### config.mk
export PLATFORM = sky130hd
export DESIGN_NAME = pci_addr_perr
export DESIGN_NICKNAME = d
export VERILOG_FILES = /design/src/rtl/pci_addr_perr.sv
export SDC_FILE = /design/constraint.sdc
export NUM_CORES = 1
export LEC_CHECK = 0
export BUFFER_PORTS_ARGS = -buffer_cell sky130_fd_sc_hd__buf_4
export CORE_ASPECT_RATIO = 1.2
export CORE_MARGIN = 5
export CORE_UTILIZATION = 41
export DETAILED_ROUTE_END_ITERATION = 12
export MAX_ROUTING_LAYER = met4
export PLACE_DENSITY_LB_ADDON = 0.05
export RECOVER_POWER = 25
export SLEW_MARGIN = 15
export SYNTH_ARGS = -nofsm -noshare
export SYNTH_HDL_FRONTEND = slang
export SYNTH_SLANG_ARGS = --single-unit
### constraint.sdc
create_clock -name clk -period 3 [get_ports clk]
set_input_delay 0.6 -clock clk [delete_from_list [all_inputs] [get_ports clk]]
set_output_delay 0.6 -clock clk [all_outputs]
set_load 0.01 [all_outputs]
### src/rtl/pci_addr_perr.sv
module pci_addr_perr #(
  parameter int AD_W = 64,
  parameter int BE_W = AD_W / 8
) (
  input  logic            clk,
  input  logic            rst_n,
  input  logic            ap_valid,
  input  logic            ap_last,
  input  logic            ap_wide,
  input  logic [AD_W-1:0] ap_ad,
  input  logic [BE_W-1:0] ap_cbe_n,
  input  logic            par,
  input  logic            par64,
  input  logic            cmd_serr_en,
  input  logic            sec_perr_resp_en,
  input  logic            sec_serr_en,
  input  logic            mask_pserr,
  input  logic            mask_sdpe,
  input  logic [3:0]      sts_clr,
  output logic            dec_valid,
  output logic            dec_block,
  output logic            serr_n,
  output logic [3:0]      status,
  input  logic            fwd_valid,
  input  logic [AD_W-1:0] fwd_ad,
  input  logic [BE_W-1:0] fwd_cbe_n,
  input  logic            fwd_end,
  output logic            fwd_par,
  output logic            fwd_par64
);
  localparam int HA = AD_W / 2;
  localparam int HB = BE_W / 2;

  function automatic logic [1:0] even_par(input logic [AD_W-1:0] ad, input logic [BE_W-1:0] be);
    return {^{ad[AD_W-1:HA], be[BE_W-1:HB]}, ^{ad[HA-1:0], be[HB-1:0]}};
  endfunction

  logic       chk, last, wide, err_acc, corrupt;
  logic [1:0] exp_par;

  wire err_ph  = chk && ((par ^ exp_par[0]) || (wide && (par64 ^ exp_par[1])));
  wire err_tot = err_acc || err_ph;
  wire done    = chk && last;
  wire hit     = done && err_tot;

  always_ff @(posedge clk) begin
    if (!rst_n) begin
      chk       <= 1'b0;
      last      <= 1'b0;
      wide      <= 1'b0;
      exp_par   <= 2'b00;
      err_acc   <= 1'b0;
      corrupt   <= 1'b0;
      dec_valid <= 1'b0;
      dec_block <= 1'b0;
      serr_n    <= 1'b1;
      status    <= 4'b0000;
      fwd_par   <= 1'b0;
      fwd_par64 <= 1'b0;
    end else begin
      chk <= ap_valid;
      if (ap_valid) begin
        last    <= ap_last;
        wide    <= ap_wide;
        exp_par <= even_par(ap_ad, ap_cbe_n);
      end
      if (done)     err_acc <= 1'b0;
      else if (chk) err_acc <= err_tot;
      dec_valid <= done;
      dec_block <= hit && sec_perr_resp_en;
      serr_n    <= !(hit && cmd_serr_en && sec_perr_resp_en && sec_serr_en);
      status[0] <= (status[0] && !sts_clr[0]) || (hit && cmd_serr_en && sec_perr_resp_en);
      status[1] <= (status[1] && !sts_clr[1]) || hit;
      status[2] <= (status[2] && !sts_clr[2]) || (status[0] && !mask_pserr);
      status[3] <= (status[3] && !sts_clr[3]) || (status[1] && !mask_sdpe);
      corrupt   <= (corrupt && !fwd_end) || hit;
      if (fwd_valid)
        {fwd_par64, fwd_par} <= even_par(fwd_ad, fwd_cbe_n) ^ {2{corrupt}};
    end
  end


  serr_gated_chk: assert property (@(posedge clk) disable iff (!rst_n)
    !serr_n |-> (dec_valid && dec_block && status[0] && status[1]));


  block_needs_err_chk: assert property (@(posedge clk) disable iff (!rst_n)
    dec_block |-> (dec_valid && status[1]));


  sticky_dpe_chk: assert property (@(posedge clk) disable iff (!rst_n)
    (status[1] && !sts_clr[1]) |=> status[1]);


  pserr_irq_cause_chk: assert property (@(posedge clk) disable iff (!rst_n)
    $rose(status[2]) |-> $past(status[0] && !mask_pserr));


  sdpe_irq_cause_chk: assert property (@(posedge clk) disable iff (!rst_n)
    $rose(status[3]) |-> $past(status[1] && !mask_sdpe));
endmodule

==> results of run 1 <==
==> state kept, by name (all words and copies together) (netlist names) <==
name,flops
wide,1
corrupt,1
status,4
dec_valid,1
err_acc,1
chk,1
fwd_par,1
fwd_par64,1
serr_n,1
exp_par,2
last,1
dec_block,1
==> worst register-to-register path, stage by stage (launching register included) <==
cell and delay [ps]:
dfxtp_1 370, xnor2_1 150, xnor2_1 90, xnor2_1 230, xnor3_1 390, nand2_1 80, o211ai_1 80
==> per-stage QoR <==
step | hold slack [ps] | total power [W] | instance area, um2
CTS | 508.8 | 0.001177 | 3261
detailed placement | 499.2 | 0.001024 | 3219
global route | 513.7 | 0.001247 | 3257
global placement | 482.7 | 0.001012 | 3219
floorplan | 457.0 | 0.0007817 | 1878
finish | 507.6 | 0.001162 | 3257
==> power by group through the flow <==
| stage | clock network (W) | registers [W] | logic [W] |
|---|---|---|---|
| floorplan | 0 | 0.000257 | 0.000525 |
| global placement | 0 | 0.000255 | 0.000757 |
| detailed placement | 0 | 0.000256 | 0.000769 |
| CTS | 0.000154 | 0.000251 | 0.000771 |
| global route | 0.000167 | 0.000253 | 0.000827 |
| finish | 0.000152 | 0.000251 | 0.000760 |
==> layout make-up <==
cell class                 instances  area share, %
clock buffer                       3          1.268
inverter                           6         0.6915
multi-input combinational        173          46.91
sequential                        16          9.835
tap                               58          2.228
timing repair buffer             170          39.07
==> metal layers <==
layer,vias to the layer above,share of wire [%]
met4,0,0
met3,0,11
met2,86,57
met5,-,0
li1,964,-
met1,823,32
==> cell usage in the layout (no fill, tap or decap), drive strengths merged, types with 4 or more instances in the layout <==
cell type,netlist,routed
clkbuf,2,4
xnor3,10,10
inv,6,6
nand2,9,9
dfxtp,16,16
buf,0,169
xor2,13,13
xnor2,109,109
==> cells in the mapped netlist, types with 3 or more instances <==
| master | count | area, um2 |
|---|---|---|
| nand2_1 | 9 | 33.78 |
| xnor3_1 | 10 | 225.2 |
| xor2_1 | 13 | 113.9 |
| a21oi_1 | 3 | 15.01 |
| and2_1 | 3 | 18.77 |
| nand3_1 | 3 | 15.01 |
| xnor2_1 | 109 | 954.7 |
| dfxtp_1 | 16 | 320.3 |
| nor2_1 | 3 | 11.26 |
| inv_1 | 6 | 22.52 |
==> worst paths after layout <==
| path | endpoint | slack, ps | depth (start not counted) |
|---|---|---|---|
| worst max-delay path | exp_par[1] | 1290 | 7 |
| worst max register to register | fwd_par64 | 1490 | 6 |
| worst min register to register | status[1] | 510 | 2 |
| worst min-delay path | status[1] | 510 | 2 |
==> logic make-up (layout without fill, tap and decap cells) <==
kind of cell,Yosys count,after routing,synth area share [%]
compound gates,12,12,4.063
xor+xnor,132,132,68.89
buf+inv,8,179,1.599
mux,2,2,1.066
flops,16,16,17.06
simple gates,27,27,7.328
==> flow_summary.ini, run 1 <==
[power]
p_sw_share_pct = 28.43
p_comb_share_pct = 65.4
ir_worst_vdd_mv = 0.2356
seqPwrFrac_pct = 21.6
internal_power_w = 0.0008320
power.leakage_nw = 1.496
p_per_area_nw_per_um2 = 356.9
p_switching_w = 0.0003305
clkPwrFrac_pct = 13.1

[finish]
num-nets-final = 532
final_cell_count_no_fill = 426
layout-drive-gt1-share_pct = 47.28
antennaDiodeCount = 0
fin_util_pct = 71.95
area_growth_syn_to_layout_pct = 73.42
seq_area_um2 = 320.3
multiInputGateArea_um2 = 1528
fillers = 409

[cts]
postCtsSetupRepairBufs = 0
ctsHoldBuffers = 0
cts_resized = 0
cts_root_buf = clkbuf_8
cts_tree = yes
path_clk_slew_ps = 60
clock_latency_ps = 240
cts_buffers = 3
clk_path_buf_depth = 2
htreeDepth = 1
cts.sinks = 16

[global_route]
overflow = 0
grtUsageMet2_pct = 31.86
busiest_layer = met2
grt_usage_pct = 16.40
grt_pass1_vias = 2015
grt_max_degree = 18
grt_use_met3_pct = 3.713
grt_pass1_wl_um = 8017
antenna_found_initial = 0
globalRouteMet1Util_pct = 17.07

[detailed_routing]
drtIter0Drc = 18
drc = 0
postRouteAntennaNets = 0
post_drt_wl_per_cell_um = 11.54
routed-via-count = 1873
routed_wl_um = 4914
viasPerCell = 4.397
dr.pass1.iters = 4

[yosys]
seq_area_frac_synth_pct = 17.06
synth_edf_count = 0
syn_area_um2 = 1878
syn_inst = 197
avgSynthCellArea_um2 = 9.533
ys_warn_count = 0
ys_ff_latch = 16
synth_top_flop_cell = dfxtp_1
ys_types = 23
syn_nets = 359
synth_async_sr_flop_share_pct = 0

[floorplan]
ios = 171
rows = 27
core_um2 = 4527
dieArea_um2 = 6040
die_w_um = 71.79
start_util_pct = 41.49
die_y_um = 84.14

[placed_design]
dp_cells = 423
hpwlAfterDp_um = 4585
port-buffer-count = 170
routabilityCongestion = 0.7450
post-place-ws_ps = 1022

[critical_path]
path_cells = buf_4, xnor2_1, xnor2_1, xnor2_1, xnor3_1, xnor2_1, a21oi_1
critPathKind = primary input to flop
crit_start = ap_ad[54]
worstPathRequired_ps = 3130
critPathBufInv = 1
r2r_start = corrupt
crit_fanout = 1
endpoint_kind = flop
path_delay_family = XOR/XNOR gates
crit_arrival_ps = 1830
start_kind = primary input
max_stage_delay_ps = 410
cpMostUsedCell = xnor2_1
slowest_stage = xnor3_1

[timing]
setup_violations = 0
drv_slew = 0
tightest_slew_ps = 637.6
finalClockSkew_ps = 1.459
clock.fmax_mhz = 586.0
setup_tns_ps = 0
relSlewSlack_pct = 57.49
setup_ws_ps = 1293
hold_viol_final = 0
post-route-period-util_pct = 56.89
rsz0062_at_grt = no
fin_crit_ps = 1707

[hold_path]
hp-start = status[1]
min_path_type = flop to flop

[run_status]
outcome = completed

[run]
drv_cap = 0
No activity file was read; power rests on OpenSTA's default activity.
==> inputs of run 2 (changes only) <==
--- a/config.mk
+++ b/config.mk
@@ -8,7 +8,7 @@
 export BUFFER_PORTS_ARGS = -buffer_cell sky130_fd_sc_hd__buf_4
 export CORE_ASPECT_RATIO = 1.2
 export CORE_MARGIN = 5
-export CORE_UTILIZATION = 41
+export CORE_UTILIZATION = 38
 export DETAILED_ROUTE_END_ITERATION = 12
 export MAX_ROUTING_LAYER = met4
 export PLACE_DENSITY_LB_ADDON = 0.05
==> constraint.sdc (replaced) <==
create_clock -name clk -period 1.6 [get_ports clk]
set_input_delay 0.32 -clock clk [delete_from_list [all_inputs] [get_ports clk]]
set_output_delay 0.32 -clock clk [all_outputs]
set_load 0.01 [all_outputs]
==> flow_summary.ini, run 2 (synthesis gave the netlist of run 1 again) <==
[critical_path]
critPathKind = primary input to flop
r2r_start = corrupt
crit_arrival_ps = 1610
crit_fanout = 1
rr_worst_depth = 6
worstPathRequired_ps = 1770
reg2reg_setup_slack_ps = 210
timing.rr.end = fwd_par64
endpoint_kind = flop
start_kind = primary input

[detailed_routing]
postRouteAntennaNets = 0
viasPerCell = 4.399
post_drt_wl_per_cell_um = 11.30
drtIter0Drc = 23
routed-via-count = 1887
dr.pass1.iters = 4
routed_wl_um = 4848
drc = 0

[finish]
antennaDiodeCount = 0
largest_registers = status x4, exp_par x2
fillers = 461
layout_common_cells = buf_4 (169), xnor2_1 (109), dfxtp_1 (16), xor2_1 (13), xnor3_1 (10)
postLayoutCellArea_um2 = 3273
seq_area_um2 = 320.3
final_cell_count_no_fill = 429
multiInputGateArea_um2 = 1528
regMostFlops = status
num-nets-final = 532
area_growth_syn_to_layout_pct = 74.28
layout_commonest_cell = buf_4
layout-drive-gt1-share_pct = 47.43
largest_reg_flops = 4

[global_route]
overflow = 0
antenna_found_initial = 0
grt_max_degree = 18
grt_usage_pct = 14.75
grt_pass1_wl_um = 7541
grt_pass1_vias = 1983

[floorplan]
ios = 171
die_y_um = 87.01
die_w_um = 74.18
dieArea_um2 = 6454
core_um2 = 4870
rows = 28
start_util_pct = 38.57

[placed_design]
placed_area_um2 = 3222
port-buffer-count = 170
dp_cells = 425
routabilityCongestion = 0.6820
hpwlAfterDp_um = 4556

[run_status]
outcome = completed

[cts]
cts.sinks = 16
postCtsSetupRepairBufs = 0
htreeDepth = 1
cts_tree = yes
cts_resized = 0
clock_latency_ps = 240
ctsHoldBuffers = 0
cts_root_buf = clkbuf_8
clk_path_buf_depth = 2
path_clk_slew_ps = 60
cts_buffers = 3

[power]
ir_worst_vdd_mv = 0.3743
p_per_area_nw_per_um2 = 686.9
power.leakage_nw = 1.502

[timing]
setup_tns_ps = 0
tightest_slew_ps = 595.6
rsz0062_at_grt = no
relSlewSlack_pct = 60.29
fin_crit_ps = 1439
finalClockSkew_ps = 1.173
drv_slew = 0
clock.fmax_mhz = 695.0
setup_violations = 0
post-route-period-util_pct = 89.93
hold_viol_final = 0

[hold_path]
min_path_type = primary input to flop
hold_end = serr_n
hp-start = sec_serr_en
hold_path_depth = 2

[run]
drv_cap = 0
==> run 2: layer usage <==
layer | up-vias | GRT usage [%] | part of all wire (%)
met4 | 0 | 0.9885 | 0
met2 | 92 | 30.32 | 57
met1 | 833 | 14.06 | 31
met5 | - | - | 0
met3 | 0 | 3.233 | 12
li1 | 962 | - | -
==> run 2: worst max-delay path: stages <==
cell,delay (ps)
buf_4,110
xnor2_1,180
xnor2_1,150
xnor2_1,140
xnor3_1,430
xnor2_1,130
a21oi_1,140
==> run 2: layout make-up <==
type                            count  share of cell area (%)
Multi-Input combinational cell    173                   46.67
Timing Repair Buffer              170                   38.88
Tap cell                           60                   2.294
Inverter                            6                  0.6881
Clock buffer                        4                   1.682
Sequential cell                    16                   9.786
==> run 2: stage by stage <==
stage	util, %	hold WS (ps)	worst slack, ps	power, W
floorplan	-	381.9	88.43	0.001466
global placement	66.16	481.6	-80.37	0.001903
detailed placement	66.16	484.2	-129.5	0.001931
CTS	67.29	224.5	67.92	0.002287
global route	67.21	228.5	5.187	0.002428
finish	67.21	231.1	161.1	0.002248
==> run 2: worst max-delay path by stage <==
stage,from,end,slack [ps],cells past startpoint
floorplan,ap_ad[26],exp_par[0],90,6
global placement,ap_ad[28],exp_par[0],-80,7
detailed placement,ap_ad[54],exp_par[1],-130,7
CTS,corrupt,fwd_par,70,6
global route,ap_ad[58],exp_par[1],5,7
finish,ap_ad[54],exp_par[1],160,7
==> run 2: report_power, final <==
group          internal (W)  switching [W]  total, W
clock network      0.000218       0.000129  0.000347
logic              0.000951       0.000481   0.00143
registers          0.000445      0.0000243  0.000469
==> inputs of run 3 (changes only) <==
--- a/config.mk
+++ b/config.mk
@@ -6,7 +6,7 @@
 export NUM_CORES = 1
 export LEC_CHECK = 0
 export BUFFER_PORTS_ARGS = -buffer_cell sky130_fd_sc_hd__buf_4
-export CORE_ASPECT_RATIO = 1.2
+export CORE_ASPECT_RATIO = 1.1
 export CORE_MARGIN = 5
 export CORE_UTILIZATION = 38
 export DETAILED_ROUTE_END_ITERATION = 12
==> flow_summary.ini, run 3 (synthesis gave the netlist of run 1 again) <==
[cts]
htreeDepth = 1
cts.sinks = 16
cts_resized = 0
clk_path_buf_depth = 2
clock_latency_ps = 240
postCtsSetupRepairBufs = 0
path_clk_slew_ps = 60
cts_buffers = 3
cts_tree = yes
cts_root_buf = clkbuf_8
ctsHoldBuffers = 0

[finish]
largest_registers = status x4, exp_par x2
layout_common_cells = buf_4 (169), xnor2_1 (109), dfxtp_1 (16), xor2_1 (13), xnor3_1 (10)
layout-drive-gt1-share_pct = 47.43
postLayoutCellArea_um2 = 3268
fillers = 419
layout_commonest_cell = buf_4
antennaDiodeCount = 0
area_growth_syn_to_layout_pct = 74.02
num-nets-final = 532
largest_reg_flops = 4
regMostFlops = status

[timing]
tightest_slew_ps = 623.1
hold_viol_final = 0
setup_ws_ps = 126.0
drv_slew = 0
finalClockSkew_ps = 2.074
relSlewSlack_pct = 58.46
fin_crit_ps = 1474
rsz0062_at_grt = no
setup_tns_ps = 0
setup_violations = 0
clock.fmax_mhz = 678.4
post-route-period-util_pct = 92.13

[run_status]
outcome = completed

[placed_design]
post-place-ws_ps = -130.3
port-buffer-count = 170
hpwlAfterDp_um = 4623
routabilityCongestion = 0.6936
placed_area_um2 = 3217

[critical_path]
worst-path-stages = 6
path_delay_family = XOR/XNOR gates
critPathBufInv = 0
crit_arrival_ps = 1600
r2r_start = corrupt
crit_fanout = 3
reg2reg_setup_slack_ps = 130
worstPathRequired_ps = 1730
max_stage_delay_ps = 380
cpMostUsedCell = xnor2_1
critPathKind = flop to flop
slowest_stage = dfxtp_1
start_kind = flop
endpoint_kind = flop
path_cells = xnor2_1, xnor2_1, xnor2_1, xnor3_1, nand2_1, o211ai_1
rr_worst_depth = 6
timing.rr.end = fwd_par

[global_route]
grt_pass1_wl_um = 7990
grt_max_degree = 18
antenna_found_initial = 0
overflow = 0
grt_usage_pct = 14.96
grt_pass1_vias = 1890

[hold_path]
hold_path_depth = 2
min_path_type = primary input to flop
hp-start = sec_serr_en
hold_end = serr_n

[detailed_routing]
routed_wl_um = 5053
postRouteAntennaNets = 0
drc = 0
post_drt_wl_per_cell_um = 11.89
drtIter0Drc = 25
viasPerCell = 4.433
dr.pass1.iters = 4
routed-via-count = 1884

[floorplan]
core_um2 = 4717
die_y_um = 83.73
start_util_pct = 39.81
die_w_um = 77.03
rows = 26
dieArea_um2 = 6450
ios = 171

[power]
ir_worst_vdd_mv = 0.5227
total_power_w = 0.002240
power.leakage_nw = 1.502
p_per_area_nw_per_um2 = 685.3

[run]
drv_cap = 0
-- run 3: cell counts in the layout (fill, tap and decap cells not counted) --
No cell type changed its count.
-- run 3: routing by layer --
| layer | routed length (um) | vias to the layer above | part of all wire, % | GRT usage [%] |
|---|---|---|---|---|
| met1 | 1747 | 827 | 35 | 15.55 |
| li1 | - | 964 | - | - |
| met3 | 475 | 4 | 9.4 | 4.536 |
| met2 | 2784 | 89 | 55 | 28.34 |
| met4 | 44 | 0 | 0.87 | 1.563 |
| met5 | 0 | - | 0 | - |
-- run 3: worst max path at each step --
stage               slack [ps]         end       from
detailed placement        -130  exp_par[1]  ap_ad[54]
CTS                        100     fwd_par    corrupt
global placement          -100  exp_par[1]  ap_ad[58]
floorplan                   90  exp_par[0]  ap_ad[26]
finish                     130     fwd_par    corrupt
global route                30   fwd_par64    corrupt
-- run 3: area by class of cell --
type / instances / area [um2] / share of cell area (%)
repair buffers: 170 / 1272 / 38.94
clock buffers: 4 / 55.05 / 1.685
inverters: 6 / 22.52 / 0.6891
well taps: 56 / 70.07 / 2.144
multi-input cells: 173 / 1528 / 46.75
flip-flops and latches: 16 / 320.3 / 9.801
-- run 3: power breakdown --
part | switching [W] | internal [W]
logic | 0.000475 | 0.000948
registers | 0.0000234 | 0.000445
clock network | 0.000130 | 0.000218
total | 0.000629 | 0.00161
-- run 3: worst reg2reg max path, stage by stage, from the launching register on --
cell      delay, ps
dfxtp_1         380
xnor2_1         150
xnor2_1         150
xnor2_1         170
xnor3_1         360
nand2_1          70
o211ai_1         80
-- run 3: metrics by stage --
stage	util (%)	cells	hold WS [ps]
global placement	68.20	421	481.9
detailed placement	68.20	421	486.3
floorplan	-	197	381.9
CTS	69.36	425	228.7
global route	69.28	425	226.7
finish	69.28	425	228.8
